[config.mk]
export PLATFORM = sky130hd
export DESIGN_NAME = burst_col_gen
export DESIGN_NICKNAME = d
export VERILOG_FILES = /design/src/rtl/bcg_pkg.sv /design/src/rtl/bcg_len_decode.sv /design/src/rtl/bcg_addr_calc.sv /design/src/rtl/bcg_beat_ctrl.sv /design/src/rtl/burst_col_gen.sv
export SDC_FILE = /design/constraint.sdc
export NUM_CORES = 1
export LEC_CHECK = 0
export BUFFER_PORTS_ARGS = -buffer_cell sky130_fd_sc_hd__buf_2
export CAP_MARGIN = 20
export CORE_MARGIN = 3
export CORE_UTILIZATION = 45
export CTS_BUF_LIST = sky130_fd_sc_hd__clkbuf_8
export DETAILED_ROUTE_END_ITERATION = 10
export GPL_TIMING_DRIVEN = 0
export PLACE_DENSITY = 0.76
export SYNTH_ARGS = -nofsm -noshare
export SYNTH_HDL_FRONTEND = slang
export SYNTH_SLANG_ARGS = --single-unit
[constraint.sdc]
create_clock -name clk -period 2.72 [get_ports clk]
set_input_delay 0.408 -clock clk [delete_from_list [all_inputs] [get_ports clk]]
set_output_delay 0.408 -clock clk [all_outputs]
set_load 0.03 [all_outputs]
[src/rtl/bcg_pkg.sv]
package bcg_pkg;
  localparam int unsigned CODE_W = 3;
  typedef enum logic {ORD_SEQ = 1'b0, ORD_ILV = 1'b1} order_e;
  typedef enum logic [1:0] {ACT_HOLD, ACT_LOAD, ACT_STEP, ACT_IDLE} beat_act_e;
endpackage

[src/rtl/bcg_len_decode.sv]
module bcg_len_decode #(
  parameter int unsigned COL_W = 10
) (
  input  logic [bcg_pkg::CODE_W-1:0] code_i,
  output logic [COL_W-1:0]           mask_o,
  output logic                       full_o
);
  logic [COL_W-1:0] one_hot;

  always_comb begin
    full_o  = code_i[2];
    one_hot = COL_W'(1) << code_i[1:0];
    mask_o  = full_o ? {COL_W{1'b1}} : (one_hot - COL_W'(1));
  end
endmodule

[src/rtl/bcg_addr_calc.sv]
module bcg_addr_calc #(
  parameter int unsigned COL_W = 10
) (
  input  logic [COL_W-1:0] base_i,
  input  logic [COL_W-1:0] beat_i,
  input  logic [COL_W-1:0] mask_i,
  input  bcg_pkg::order_e  order_i,
  output logic [COL_W-1:0] col_o
);
  logic [COL_W-1:0] sum;

  assign sum = base_i + beat_i;

  for (genvar b = 0; b < COL_W; b++) begin : g_bit
    logic wrapped;
    assign wrapped = (order_i == bcg_pkg::ORD_ILV) ? (base_i[b] ^ beat_i[b]) : sum[b];
    assign col_o[b] = mask_i[b] ? wrapped : base_i[b];
  end
endmodule

[src/rtl/bcg_beat_ctrl.sv]
module bcg_beat_ctrl (
  input  logic                  start_i,
  input  logic                  stop_i,
  input  logic                  valid_i,
  input  logic                  last_i,
  output bcg_pkg::beat_act_e    act_o
);
  always_comb begin
    if (start_i)                act_o = bcg_pkg::ACT_LOAD;
    else if (stop_i)            act_o = bcg_pkg::ACT_IDLE;
    else if (valid_i && !last_i) act_o = bcg_pkg::ACT_STEP;
    else if (valid_i)           act_o = bcg_pkg::ACT_IDLE;
    else                        act_o = bcg_pkg::ACT_HOLD;
  end
endmodule

[src/rtl/burst_col_gen.sv]
module burst_col_gen #(
  parameter int unsigned COL_W = 10
) (
  input  logic                       clk,
  input  logic                       rst,
  input  logic                       start_i,
  input  logic [COL_W-1:0]           start_col_i,
  input  logic [bcg_pkg::CODE_W-1:0] blen_i,
  input  logic                       ilv_i,
  input  logic                       stop_i,
  output logic [COL_W-1:0]           col_o,
  output logic                       valid_o,
  output logic                       last_o
);
  import bcg_pkg::*;

  logic [COL_W-1:0] dec_mask;
  logic             dec_full;
  logic [COL_W-1:0] base_q, mask_q, cnt_q, cnt_nxt, calc_col;
  logic             full_q;
  order_e           ord_q;
  beat_act_e        act;

  bcg_len_decode #(.COL_W(COL_W)) u_dec (
    .code_i (blen_i),
    .mask_o (dec_mask),
    .full_o (dec_full)
  );

  bcg_beat_ctrl u_ctrl (
    .start_i (start_i),
    .stop_i  (stop_i),
    .valid_i (valid_o),
    .last_i  (last_o),
    .act_o   (act)
  );

  assign cnt_nxt = cnt_q + COL_W'(1);

  bcg_addr_calc #(.COL_W(COL_W)) u_calc (
    .base_i  (base_q),
    .beat_i  (cnt_nxt),
    .mask_i  (mask_q),
    .order_i (ord_q),
    .col_o   (calc_col)
  );

  always_ff @(posedge clk) begin
    if (rst) begin
      base_q  <= '0;
      mask_q  <= '0;
      cnt_q   <= '0;
      full_q  <= 1'b0;
      ord_q   <= ORD_SEQ;
      col_o   <= '0;
      valid_o <= 1'b0;
      last_o  <= 1'b0;
    end else begin
      case (act)
        ACT_LOAD: begin
          base_q  <= start_col_i;
          mask_q  <= dec_mask;
          full_q  <= dec_full;
          ord_q   <= (ilv_i && !dec_full) ? ORD_ILV : ORD_SEQ;
          cnt_q   <= '0;
          col_o   <= start_col_i;
          valid_o <= 1'b1;
          last_o  <= !dec_full && (dec_mask == '0);
        end
        ACT_STEP: begin
          cnt_q   <= cnt_nxt;
          col_o   <= calc_col;
          last_o  <= !full_q && (cnt_nxt == mask_q);
        end
        ACT_IDLE: begin
          valid_o <= 1'b0;
          last_o  <= 1'b0;
        end
        default: ;
      endcase
    end
  end


  last_needs_valid_chk: assert property (@(posedge clk) disable iff (rst)
    last_o |-> valid_o);


  full_never_last_chk: assert property (@(posedge clk) disable iff (rst)
    (valid_o && full_q) |-> !last_o);


  launch_col_chk: assert property (@(posedge clk) disable iff (rst)
    start_i |=> (valid_o && col_o == $past(start_col_i)));


  stop_ends_chk: assert property (@(posedge clk) disable iff (rst)
    (stop_i && !start_i) |=> (!valid_o && !last_o));


  after_last_idle_chk: assert property (@(posedge clk) disable iff (rst)
    (last_o && !start_i) |=> !valid_o);


  seq_step_chk: assert property (@(posedge clk) disable iff (rst)
    (valid_o && !last_o && !start_i && !stop_i && ord_q == ORD_SEQ) |=>
      (((col_o ^ $past(col_o)) & ~$past(mask_q)) == '0) &&
      ((COL_W'(col_o - $past(col_o)) & $past(mask_q)) == COL_W'(1)));
endmodule

# --- Yosys cells after proc, flatten, opt, wreduce, memory -nomap -nowiden ---
# Index checks and enable logic that the tools add are counted.
word_totals:
  register_bits: 44
  latchBits: 0
  ram_bits: 0
  rom_bits: 0
  in_bits: 18
  mem_count: 0
op_classes:
  add_sub_neg: 3
  n_mul: 0
  div: 0
  n_lt_le_gt_ge: 0
  eq_ne: 4
  shifts: 1
  mux: 30
  n_bitwise: 10
  n_reduce_logical: 11
ops:
  columns: ["cell", "n"]
  rows:
  - ["case mux 10 bit (2 select lines)", 2]
  - ["two-way mux 1 bit", 21]
  - ["adder 10 x 1 -> 10 bit (second input constant)", 1]
  - ["adder 10 bit", 1]
  - ["== test 10 bit", 1]
  - ["zero test 10 bit", 1]
  - ["two-way mux 10 bit", 1]
  - ["<< shifter 1 x 2 -> 10 bit (first input constant)", 1]
  - ["subtractor 10 x 1 -> 10 bit (second input constant)", 1]
  - ["bitwise XOR 1 bit", 10]
  - ["two-way mux 2 bit", 4]
  - ["== test 2 bit (second input constant)", 2]
  - ["logical AND 1 bit", 4]
  - ["nonzero test 2 bit", 2]
  - ["zero test 1 bit", 3]
  - ["case mux 1 bit (3 select lines)", 1]
  - ["nonzero test 3 bit", 1]
  - ["== test 2 x 1 -> 1 bit (second input constant)", 1]
  - ["case mux 1 bit (2 select lines)", 1]

# --- Depth between registers and ports, before layout ---
# Gate-level depths: netlist of the first run.
logic_depth:
  word_depth: 7
  ltp_mapped: 11
  depth_no_buf: 11

# --- Modules after synthesis ---
# From an unflattened synthesis of the first run, not the netlist that was laid out.
unflattened:
  cells_unflattened: 362
  hier_area_um2: 3014.1
by_module_without_submodules:
  columns: ["mod", "n_inst", "cells_per_inst", "area_each_um2", "seq_area_each_um2"]
  rows:
  - ["burst_col_gen", 1, 269, 2354.8, 880.8]
  - ["bcg_addr_calc", 1, 77, 545.5, 0.0]
  - ["bcg_len_decode", 1, 14, 95.1, 0.0]
  - ["bcg_beat_ctrl", 1, 2, 18.8, 0.0]

# --- Worst setup path after synthesis of the first run ---
# No wires, ideal clock.
synth_path:
  path_type: "register -> register"
  startpoint: "register cnt_q[0]"
  endpoint: "register col_o[6]"
  setup_ps: 88
  t_arrival_ps: 2559
  required_time_ps: 2632
  slack_ps: 73
  path_stages_with_launch: 9
  n_path_buf: 0
  cell_sequence: "dfxtp_1 ha_1 nand3_1 or3_1 xnor2_1 ha_1 or3_1 a311o_1 a311oi_2"
synth_between:
  elab_chain_len: 5
  word_cells_on_any_way: 6
synth_lines:
  columns: ["item", "line_no", "rtl"]
  rows:
  - ["from (decl)", "burst_col_gen.sv:19", "logic [COL_W-1:0] base_q, mask_q, cnt_q, cnt_nxt, calc_col;"]
  - ["from (signal assigned)", "burst_col_gen.sv:71", "cnt_q <= cnt_nxt;"]
  - ["adder 10 x 1 -> 10 bit *", "burst_col_gen.sv:38", "assign cnt_nxt = cnt_q + COL_W'(1);"]
  - ["adder 10 bit / bitwise XOR 1 bit (equally long branches)", "bcg_addr_calc.sv:12, bcg_addr_calc.sv:16", null]
  - ["two-way mux 1 bit *", "bcg_addr_calc.sv:16", "assign wrapped = (order_i == bcg_pkg::ORD_ILV) ? (base_i[b] ^ beat_i[b]) : sum[b];"]
  - ["two-way mux 1 bit *", "bcg_addr_calc.sv:17", "assign col_o[b] = mask_i[b] ? wrapped : base_i[b];"]
  - ["case mux 10 bit (2 select lines) *", "burst_col_gen.sv:59", "case (act)"]
  - ["to (signal assigned)", "burst_col_gen.sv:66", "col_o <= start_col_i;"]
  - ["to (signal assigned)", "burst_col_gen.sv:72", "col_o <= calc_col;"]
  - ["to (decl)", "burst_col_gen.sv:11", "output logic [COL_W-1:0] col_o,"]
# Mark *: on every way between the ends. The rest lies on a longest branch, timed or not.
# A chain may end at the register's enable or synchronous reset.

# --- Worst setup path in the final report of the first run ---
# Ends and elaborated chain as after synthesis.

==> impl_metrics.env, run 1 <==
export IMPL_grt_pass1_vias=2194
export IMPL_critPathKind="flop to flop"
export IMPL_setup_viol=0
export IMPL_hold_class="input pin to flop"
export IMPL_cpMostUsedCell="ha_4"
export IMPL_fp_dieH_um=81.1
export IMPL_peakVddDrop_v=0.000296
export IMPL_grt_usage_pct=20.8
export IMPL_die_w_um=81.1
export IMPL_port_buffers=28
export IMPL_first_iter_violations=143
export IMPL_worstPathRequired_ps=2940
export IMPL_worstPathArrival_ps=2820
export IMPL_syn_cell_area_um2=2540
export IMPL_via_count=2400
export IMPL_fin_cells=417
export IMPL_core_area_um2=5270
export IMPL_maxSlewViolCount=0
export IMPL_cts_buffers=5
export IMPL_p_sw_mw=0.449
export IMPL_reg2reg_from="cnt_q[0]"
export IMPL_root_buffer="clkbuf_8"
export IMPL_power_frac_comb_pct=21.3
export IMPL_synthCells=309
export IMPL_rows=26
export IMPL_power_per_cell_area_nw_per_um2=464
export IMPL_async_flop_share_pct=0
export IMPL_drt_first_pass_iters=4
export IMPL_ant_nets=0
export IMPL_power_total_mw=1.37
export IMPL_antenna_found_initial=0
export IMPL_clockPowerShare_pct=29.7
export IMPL_synth_net_count=345
export IMPL_drv_cap=0
export IMPL_nNetsFinal=382
export IMPL_max_slew_worst_pin_slew_ps=758
export IMPL_synth_edf_count=0
export IMPL_grt_overflow_total=0
export IMPL_cts_tree="done"
export IMPL_dieArea_um2=6580
export IMPL_n_antenna_cell=0
export IMPL_post_drt_wl_per_cell_um=15.5
export IMPL_r2r_cells=8
export IMPL_grt_met3_usage_pct=3.99
export IMPL_path_buf_inv=0
export IMPL_timing_rr_end="col_o[6]"
export IMPL_final_cell_mix="45 x nor2_1, 38 x dfxtp_1, 29 x buf_2"
export IMPL_seq_area_frac_synth_pct=32.3
export IMPL_regToRegSetupSlack_ps=110
export IMPL_use_met1_pct=28.6
export IMPL_slew_headroom_pct=49.5
export IMPL_sequentialPowerShare_pct=49.0
export IMPL_hold_end="base_q[1]"
export IMPL_rsz0062_at_grt="yes"
export IMPL_clkSlewWorstSetupHoldPaths_ps=90
export IMPL_final_area_um2=2960
export IMPL_fmax_mhz=384
export IMPL_gr_usage_met2_pct=31.9
export IMPL_finalHoldViolCount=0
export IMPL_routed_via_density=5.76
export IMPL_critPathTopFamily="simple AND/OR/NAND/NOR gates"
export IMPL_crit_chain="ha_4 > nand3_2 > or3_4 > xnor2_4 > ha_4 > or3_1 > a311o_1 > a311oi_2"
export IMPL_clockBufferDepth=2
export IMPL_p_leak_nw=1.18
export IMPL_finalClockSkew_ps=6.55
export IMPL_pre_cts_ws_ps=-227
export IMPL_cp_slowest_cell="dfxtp_4"
export IMPL_num_io_pins=30
export IMPL_synth_seq_cells=41
export IMPL_ys_warn_count=0
export IMPL_grt_pass1_wl_um=10500
export IMPL_clk_insertion_delay_late_ps=300
export IMPL_worstPathMaxFanout=6
export IMPL_layout_drive_gt1_share_pct=18.2
export IMPL_htree_levels=2
export IMPL_cpPeakStageDelay_ps=400
export IMPL_final_common_cell="nor2_1"
export IMPL_dp_cells=407
export IMPL_fin_crit_sh_pct=95.8
export IMPL_clock_sinks=41
export IMPL_status="finished clean"
export IMPL_ys_types=52
export IMPL_startpoint_type="flop"
export IMPL_grt_max_degree=14
export IMPL_wl_um=6460
export IMPL_synth_top_flop_cell="dfxtp_1"
export IMPL_intPower_mw=0.926
export IMPL_globalplace_congestion=0.897
export IMPL_min_delay_start="start_col_i[1]"
export IMPL_hold_depth=3
export IMPL_syn_area_per_cell_um2=8.22
export IMPL_fin_ws_ps=114
export IMPL_dp_hpwl_um=4800
export IMPL_busiest_layer="met2"
export IMPL_endpoint_kind="flop"
export IMPL_initial_core_util_pct=48.2
export IMPL_switching_share_pct=32.6
export IMPL_area_growth_pct=16.6
export IMPL_fill_cells=512
export IMPL_fin_util_pct=56.1
export IMPL_drt_drc_violations_left=0
export IMPL_period_minus_slack_ps=2610
export IMPL_placed_area_um2=2770
## power by group through the flow
| stage | logic [mW] | clock network, mW | registers [mW] |
|---|---|---|---|
| final | 0.293 | 0.408 | 0.674 |
| after global routing | 0.322 | 0.436 | 0.679 |
| after CTS | 0.290 | 0.411 | 0.673 |
| after detailed placement | 0.288 | 0 | 0.687 |
| after global placement | 0.283 | 0 | 0.686 |
| after floorplan | 0.170 | 0 | 0.716 |
## Yosys cell counts (2+ instances only)
library cell	n	area share [%]
a211o_1	3	1.0
a211oi_1	16	4.7
a21o_1	2	0.59
a21oi_1	29	5.7
a311o_1	2	0.79
buf_1	3	0.44
clkbuf_1	11	1.6
dfxtp_1	41	32
ha_1	17	8.4
inv_1	10	1.5
mux2i_1	12	4.7
nand2_1	21	3.1
nand2b_1	5	1.2
nand3_1	10	2.0
nand4_1	4	0.99
nand4b_1	2	0.69
nor2_1	46	6.8
nor2b_1	3	0.74
nor3_1	10	2.0
nor4_1	2	0.49
o211ai_1	2	0.59
o21a_1	2	0.59
o21ai_0	8	1.6
or2_2	2	0.49
or3_1	4	0.99
xnor2_1	12	4.1
xor2_1	5	1.7
## cell families (layout without fill, tap and decap cells)
kind of cell	count (synthesis)	count (layout)	synth area share, %
xor gates and xnor gates	18	18	6.95
and+or+nand+nor	115	115	21.6
AOI/OAI and AO/OA	77	77	20.4
buffers and inverters	27	65	4.34
adders and majority gates	18	18	9.17
muxes	13	13	5.18
DFF	41	41	32.3
## routing by layer
| metal | vias up | share of wire (%) |
|---|---|---|
| met4 | 0 | 2.1 |
| met5 | - | 0 |
| met1 | 1123 | 45 |
| met2 | 82 | 46 |
| met3 | 13 | 7.0 |
| li1 | 1182 | - |
## worst min-delay path: cells and delay by family
family	cells	cell delay, ps
buffers and inverters	1	90
AND/OR/NAND/NOR	1	70
multiplexers	1	60
## stage by stage
step                      setup TNS, ps  hold slack, ps
after floorplan                       0             441
after global placement             -454             455
after detailed placement           -638             460
after CTS                             0             359
after global routing              -18.0             366
final                                 0             352
## what timing repair did
action / 4_1_cts / 5_1_grt
resized for setup: 5 / 13
pin swaps: 0 / 1
endpoints found under the setup margin: 4 / 5
hold buffers: 0 / 0
buffers inserted: 0 / 2
## worst max-delay path by stage
| stage | startpoint | endpoint | slack [ps] | cells past startpoint |
|---|---|---|---|---|
| final | cnt_q[0] | col_o[6] | 110 | 8 |
| after global routing | cnt_q[3] | col_o[6] | -20 | 9 |
| after CTS | cnt_q[0] | col_o[6] | 5 | 8 |
| after detailed placement | cnt_q[0] | col_o[6] | -230 | 8 |
| after global placement | cnt_q[0] | col_o[6] | -200 | 8 |
| after floorplan | cnt_q[0] | col_o[6] | 70 | 8 |
## state kept, by name, indices dropped and copies added, names as in the netlist
signal and count:
base_q 10, cnt_q 10, col_o 10, mask_q 7
full_q 1, last_o 1, ord_q 1, valid_o 1
## layout make-up
class,instances,area (um^2),share of cell area [%]
Tap cell,70,87.6,2.96
Timing Repair Buffer,30,155,5.24
Inverter,11,45.0,1.52
Sequential cell,41,827,27.9
Buffer,16,68.8,2.33
Multi-Input combinational cell,241,1690,57.0
Clock buffer,5,68.8,2.33
Clock inverter,3,18.8,0.634
Power figures use the tool's default switching activity.
==> run 2, diff against run 1 <==
--- a/config.mk
+++ b/config.mk
@@ -6,13 +6,12 @@
 export NUM_CORES = 1
 export LEC_CHECK = 0
 export BUFFER_PORTS_ARGS = -buffer_cell sky130_fd_sc_hd__buf_2
-export CAP_MARGIN = 20
 export CORE_MARGIN = 3
-export CORE_UTILIZATION = 45
+export CORE_UTILIZATION = 40
 export CTS_BUF_LIST = sky130_fd_sc_hd__clkbuf_8
 export DETAILED_ROUTE_END_ITERATION = 10
 export GPL_TIMING_DRIVEN = 0
-export PLACE_DENSITY = 0.76
+export PLACE_DENSITY = 0.7
 export SYNTH_ARGS = -nofsm -noshare
 export SYNTH_HDL_FRONTEND = slang
 export SYNTH_SLANG_ARGS = --single-unit
==> impl_metrics.env, run 2 (synthesized netlist as in run 1, its figures left out) <==
export IMPL_cts_tree="done"
export IMPL_htree_levels=2
export IMPL_grt_pass1_vias=2277
export IMPL_fmax_mhz=390
export IMPL_period_minus_slack_ps=2560
export IMPL_wl_um=6890
export IMPL_dr_wl_met3_um=469
export IMPL_pre_cts_ws_ps=-201
export IMPL_multi_input_area_um2=1690
export IMPL_finalClockSkew_ps=5.29
export IMPL_power_per_cell_area_nw_per_um2=475
export IMPL_tns_ps=0
export IMPL_hold_end="ord_q"
export IMPL_startpoint_type="flop"
export IMPL_endpoint_kind="flop"
export IMPL_clkSlewWorstSetupHoldPaths_ps=80
export IMPL_holdBufCountCts=0
export IMPL_post_drt_wl_per_cell_um=16.2
export IMPL_fin_util_pct=49.9
export IMPL_dp_cells=412
export IMPL_drt_drc_violations_left=0
export IMPL_met1_length_um=3090
export IMPL_max_slew_worst_pin_slew_ps=769
export IMPL_final_common_cell="nor2_1"
export IMPL_clockBufferDepth=2
export IMPL_fin_crit_sh_pct=94.3
export IMPL_clock_sinks=41
export IMPL_fin_ws_ps=156
export IMPL_port_buffers=28
export IMPL_r2r_cells=8
export IMPL_clk_insertion_delay_late_ps=300
export IMPL_num_io_pins=30
export IMPL_cts_buffers=5
export IMPL_drt_first_pass_iters=5
export IMPL_fp_dieH_um=85.7
export IMPL_core_area_um2=6030
export IMPL_grt_pass1_wl_um=11200
export IMPL_drv_cap=0
export IMPL_worstPathMaxFanout=6
export IMPL_via_count=2405
export IMPL_fill_cells=580
export IMPL_top_layer="met4"
export IMPL_power_total_mw=1.43
export IMPL_ant_nets=0
export IMPL_final_cell_mix="45 x nor2_1, 37 x dfxtp_1, 29 x buf_2, 29 x a21oi_1, 21 x nand2_1"
export IMPL_rows=28
export IMPL_reg2reg_from="cnt_q[0]"
export IMPL_layout_drive_gt1_share_pct=19.1
export IMPL_regToRegSetupSlack_ps=160
export IMPL_area_growth_pct=18.4
export IMPL_timing_rr_end="col_o[6]"
export IMPL_fin_cells=425
export IMPL_antenna_found_initial=0
export IMPL_initial_core_util_pct=42.1
export IMPL_register_area_um2=828
export IMPL_critPathKind="flop to flop"
export IMPL_nNetsFinal=385
export IMPL_top_regs="base_q: 10 flops, cnt_q: 10 flops, col_o: 10 flops"
export IMPL_hold_depth=3
export IMPL_p_leak_nw=1.21
export IMPL_first_iter_violations=296
export IMPL_peakVddDrop_v=0.000256
export IMPL_root_buffer="clkbuf_8"
export IMPL_finalHoldViolCount=0
export IMPL_dieArea_um2=7340
export IMPL_dr_wl_met2_um=3250
export IMPL_hold_class="input pin to flop"
export IMPL_worstPathArrival_ps=2780
export IMPL_dp_hpwl_um=4810
export IMPL_n_antenna_cell=0
export IMPL_status="finished clean"
export IMPL_grt_usage_pct=19.2
export IMPL_final_area_um2=3010
export IMPL_setup_viol=0
export IMPL_maxSlewViolCount=0
export IMPL_routed_via_density=5.66
export IMPL_placed_area_um2=2770
export IMPL_worstPathRequired_ps=2940
export IMPL_grt_max_degree=13
export IMPL_slew_headroom_pct=48.7
export IMPL_die_w_um=85.7
export IMPL_hold_ws_ps=351
export IMPL_min_delay_start="ilv_i"
export IMPL_grt_overflow_total=0
export IMPL_globalplace_congestion=0.857
==> run 2: how the worst max path moves through the flow <==
stage / startpoint / endpoint / slack (ps) / cells after the start
finish: cnt_q[0] / col_o[6] / 160 / 8
global route: cnt_q[2] / col_o[9] / -1 / 10
CTS: cnt_q[0] / col_o[6] / 20 / 8
detailed placement: cnt_q[0] / col_o[6] / -200 / 8
global placement: cnt_q[0] / col_o[6] / -170 / 8
floorplan: cnt_q[0] / col_o[6] / 70 / 8
==> run 2: layer usage <==
metal	up-vias	GRT usage [%]
met5	-	0
met4	0	4.89
met3	9	3.75
met2	91	30.8
met1	1119	26.4
li1	1186	-
==> run 2: what timing repair did <==
action | in CTS | in global routing
hold endpoints to repair | 0 | 0
pin swaps | 1 | 2
endpoints found under the setup margin | 5 | 5
resized for setup | 8 | 11
setup buffers | 1 | 4
==> run 2: worst max-delay path, cell delays in order (launching register included) <==
cell and delay (ps):
dfxtp_4 400, ha_4 180, nand3_4 120, or3_4 390, xnor2_4 210, ha_4 240
or3_1 350, a311o_1 370, a311oi_2 220
==> run 2: where the power goes <==
part | internal, mW | switching [mW] | leakage, nW
Clock | 0.230 | 0.226 | 0.0542
Combinational | 0.111 | 0.188 | 0.817
Sequential | 0.639 | 0.0357 | 0.340
Total | 0.981 | 0.449 | 1.21
==> run 2: layout make-up <==
class                           instances  share of cell area (%)
Sequential cell                        41                    27.5
Clock inverter                          1                   0.166
Buffer                                 16                    2.29
Tap cell                               75                    3.12
Clock buffer                            7                    3.20
Multi-Input combinational cell        241                    56.3
Inverter                               11                    1.50
Timing Repair Buffer                   33                    5.91
==> run 3, diff against run 2 <==
--- a/config.mk
+++ b/config.mk
@@ -12,6 +12,7 @@
 export DETAILED_ROUTE_END_ITERATION = 10
 export GPL_TIMING_DRIVEN = 0
 export PLACE_DENSITY = 0.7
+export RECOVER_POWER = 50
 export SYNTH_ARGS = -nofsm -noshare
 export SYNTH_HDL_FRONTEND = slang
 export SYNTH_SLANG_ARGS = --single-unit
==> impl_metrics.env, run 3 (synthesized netlist as in run 1, its figures left out) <==
export IMPL_root_buffer="clkbuf_8"
export IMPL_via_count=2449
export IMPL_dieArea_um2=7340
export IMPL_fmax_mhz=391
export IMPL_rows=28
export IMPL_clock_sinks=41
export IMPL_finalClockSkew_ps=5.77
export IMPL_layout_drive_gt1_share_pct=15.4
export IMPL_pre_cts_ws_ps=-201
export IMPL_die_w_um=85.7
export IMPL_final_common_cell="nor2_1"
export IMPL_cpPeakStageDelay_ps=400
export IMPL_cpMostUsedCell="ha_4"
export IMPL_critPathKind="flop to flop"
export IMPL_drt_first_pass_iters=5
export IMPL_grt_usage_pct=19.2
export IMPL_globalplace_congestion=0.857
export IMPL_cts_buffers=5
export IMPL_grt_max_degree=13
export IMPL_clk_insertion_delay_late_ps=300
export IMPL_status="finished clean"
export IMPL_fin_ws_ps=159
export IMPL_r2r_cells=8
export IMPL_final_cell_mix="45 x nor2_1, 37 x dfxtp_1, 29 x a21oi_1"
export IMPL_tns_ps=0
export IMPL_wl_um=6880
export IMPL_fp_dieH_um=85.7
export IMPL_path_buf_inv=0
export IMPL_crit_chain="ha_4 > nand3_4 > or3_4 > xnor2_4 > ha_4 > or3_1 > a311o_1 > a311oi_2"
export IMPL_period_minus_slack_ps=2560
export IMPL_hold_class="input pin to flop"
export IMPL_worstPathRequired_ps=2940
export IMPL_startpoint_type="flop"
export IMPL_maxSlewViolCount=0
export IMPL_ant_nets=0
export IMPL_grt_pass1_vias=2277
export IMPL_worstPathArrival_ps=2780
export IMPL_first_iter_violations=297
export IMPL_initial_core_util_pct=42.1
export IMPL_area_growth_pct=17.6
export IMPL_drt_drc_violations_left=0
export IMPL_core_area_um2=6030
export IMPL_fill_cells=586
export IMPL_routed_via_density=5.76
export IMPL_clockBufferDepth=2
export IMPL_top_regs="base_q: 10 flops, cnt_q: 10 flops, col_o: 10 flops"
export IMPL_clkSlewWorstSetupHoldPaths_ps=80
export IMPL_dp_hpwl_um=4810
export IMPL_antenna_found_initial=0
export IMPL_max_slew_worst_pin_slew_ps=792
export IMPL_finalHoldViolCount=0
export IMPL_power_total_mw=1.42
export IMPL_register_area_um2=828
export IMPL_num_io_pins=30
export IMPL_grt_overflow_total=0
export IMPL_crit_cells=8
export IMPL_critPathTopFamily="simple AND/OR/NAND/NOR gates"
export IMPL_fin_crit_sh_pct=94.1
export IMPL_cp_slowest_cell="dfxtp_4"
export IMPL_hold_depth=3
export IMPL_port_buffers=28
export IMPL_multi_input_area_um2=1690
export IMPL_drv_cap=0
export IMPL_endpoint_kind="flop"
export IMPL_cts_tree="done"
export IMPL_grt_pass1_wl_um=11200
export IMPL_worstPathMaxFanout=6
export IMPL_slew_headroom_pct=47.2
export IMPL_htree_levels=2
export IMPL_nNetsFinal=385
export IMPL_power_per_cell_area_nw_per_um2=477
export IMPL_post_drt_wl_per_cell_um=16.2
export IMPL_peakVddDrop_v=0.000253
export IMPL_p_leak_nw=1.16
export IMPL_setup_viol=0
export IMPL_n_antenna_cell=0
run 3: routing by layer:
metal	up-vias	track usage [%]	wire, um
li1	1188	-	-
met2	98	30.8	3260
met1	1152	26.4	3080
met3	11	3.75	458
met5	-	0	0
met4	0	4.89	81
run 3: through the flow:
step,hold slack [ps],utilization (%),instances,cell area (um^2)
6_report,349,49.6,425,2990
3_3_place_gp,454,46.0,412,2770
4_1_cts,347,48.2,421,2910
3_5_place_dp,458,46.0,412,2770
5_1_grt,350,49.6,425,2990
2_1_floorplan,441,-,309,2540
run 3: layout make-up:
type	instances	share of cell area [%]
Tap cell	75	3.14
Clock buffer	7	3.23
Buffer	16	2.30
Clock inverter	1	0.168
Sequential cell	41	27.7
Multi-Input combinational cell	241	56.5
Inverter	11	1.51
Timing Repair Buffer	33	5.45
run 3: path summary, 6_finish.rpt:
kind / startpoint / end / slack [ps]
setup / recovery: cnt_q[0] / col_o[6] / 160
hold / removal: ilv_i / ord_q / 350
setup reg to reg: cnt_q[0] / col_o[6] / 160
hold reg to reg: cnt_q[8] / cnt_q[8] / 470
run 3: power breakdown:
part           switching [mW]  internal (mW)  leakage (nW)  total, mW
combinational           0.187          0.106         0.771      0.294
clock                   0.226          0.230        0.0542      0.456
sequential             0.0356          0.639         0.340      0.675
run 3: worst min-delay path: stages:
cell,delay [ps]
buf_2,70
a21oi_1,60
nor2_1,70
run 3: timing repair:
action | in CTS | in global routing
buffers inserted | 1 | 4
hold buffers | 0 | 0
gates resized for setup | 8 | 11
gates cloned | 0 | 0
setup endpoints to repair | 5 | 5
pin swaps | 1 | 2
endpoints found under the hold margin | 0 | 0
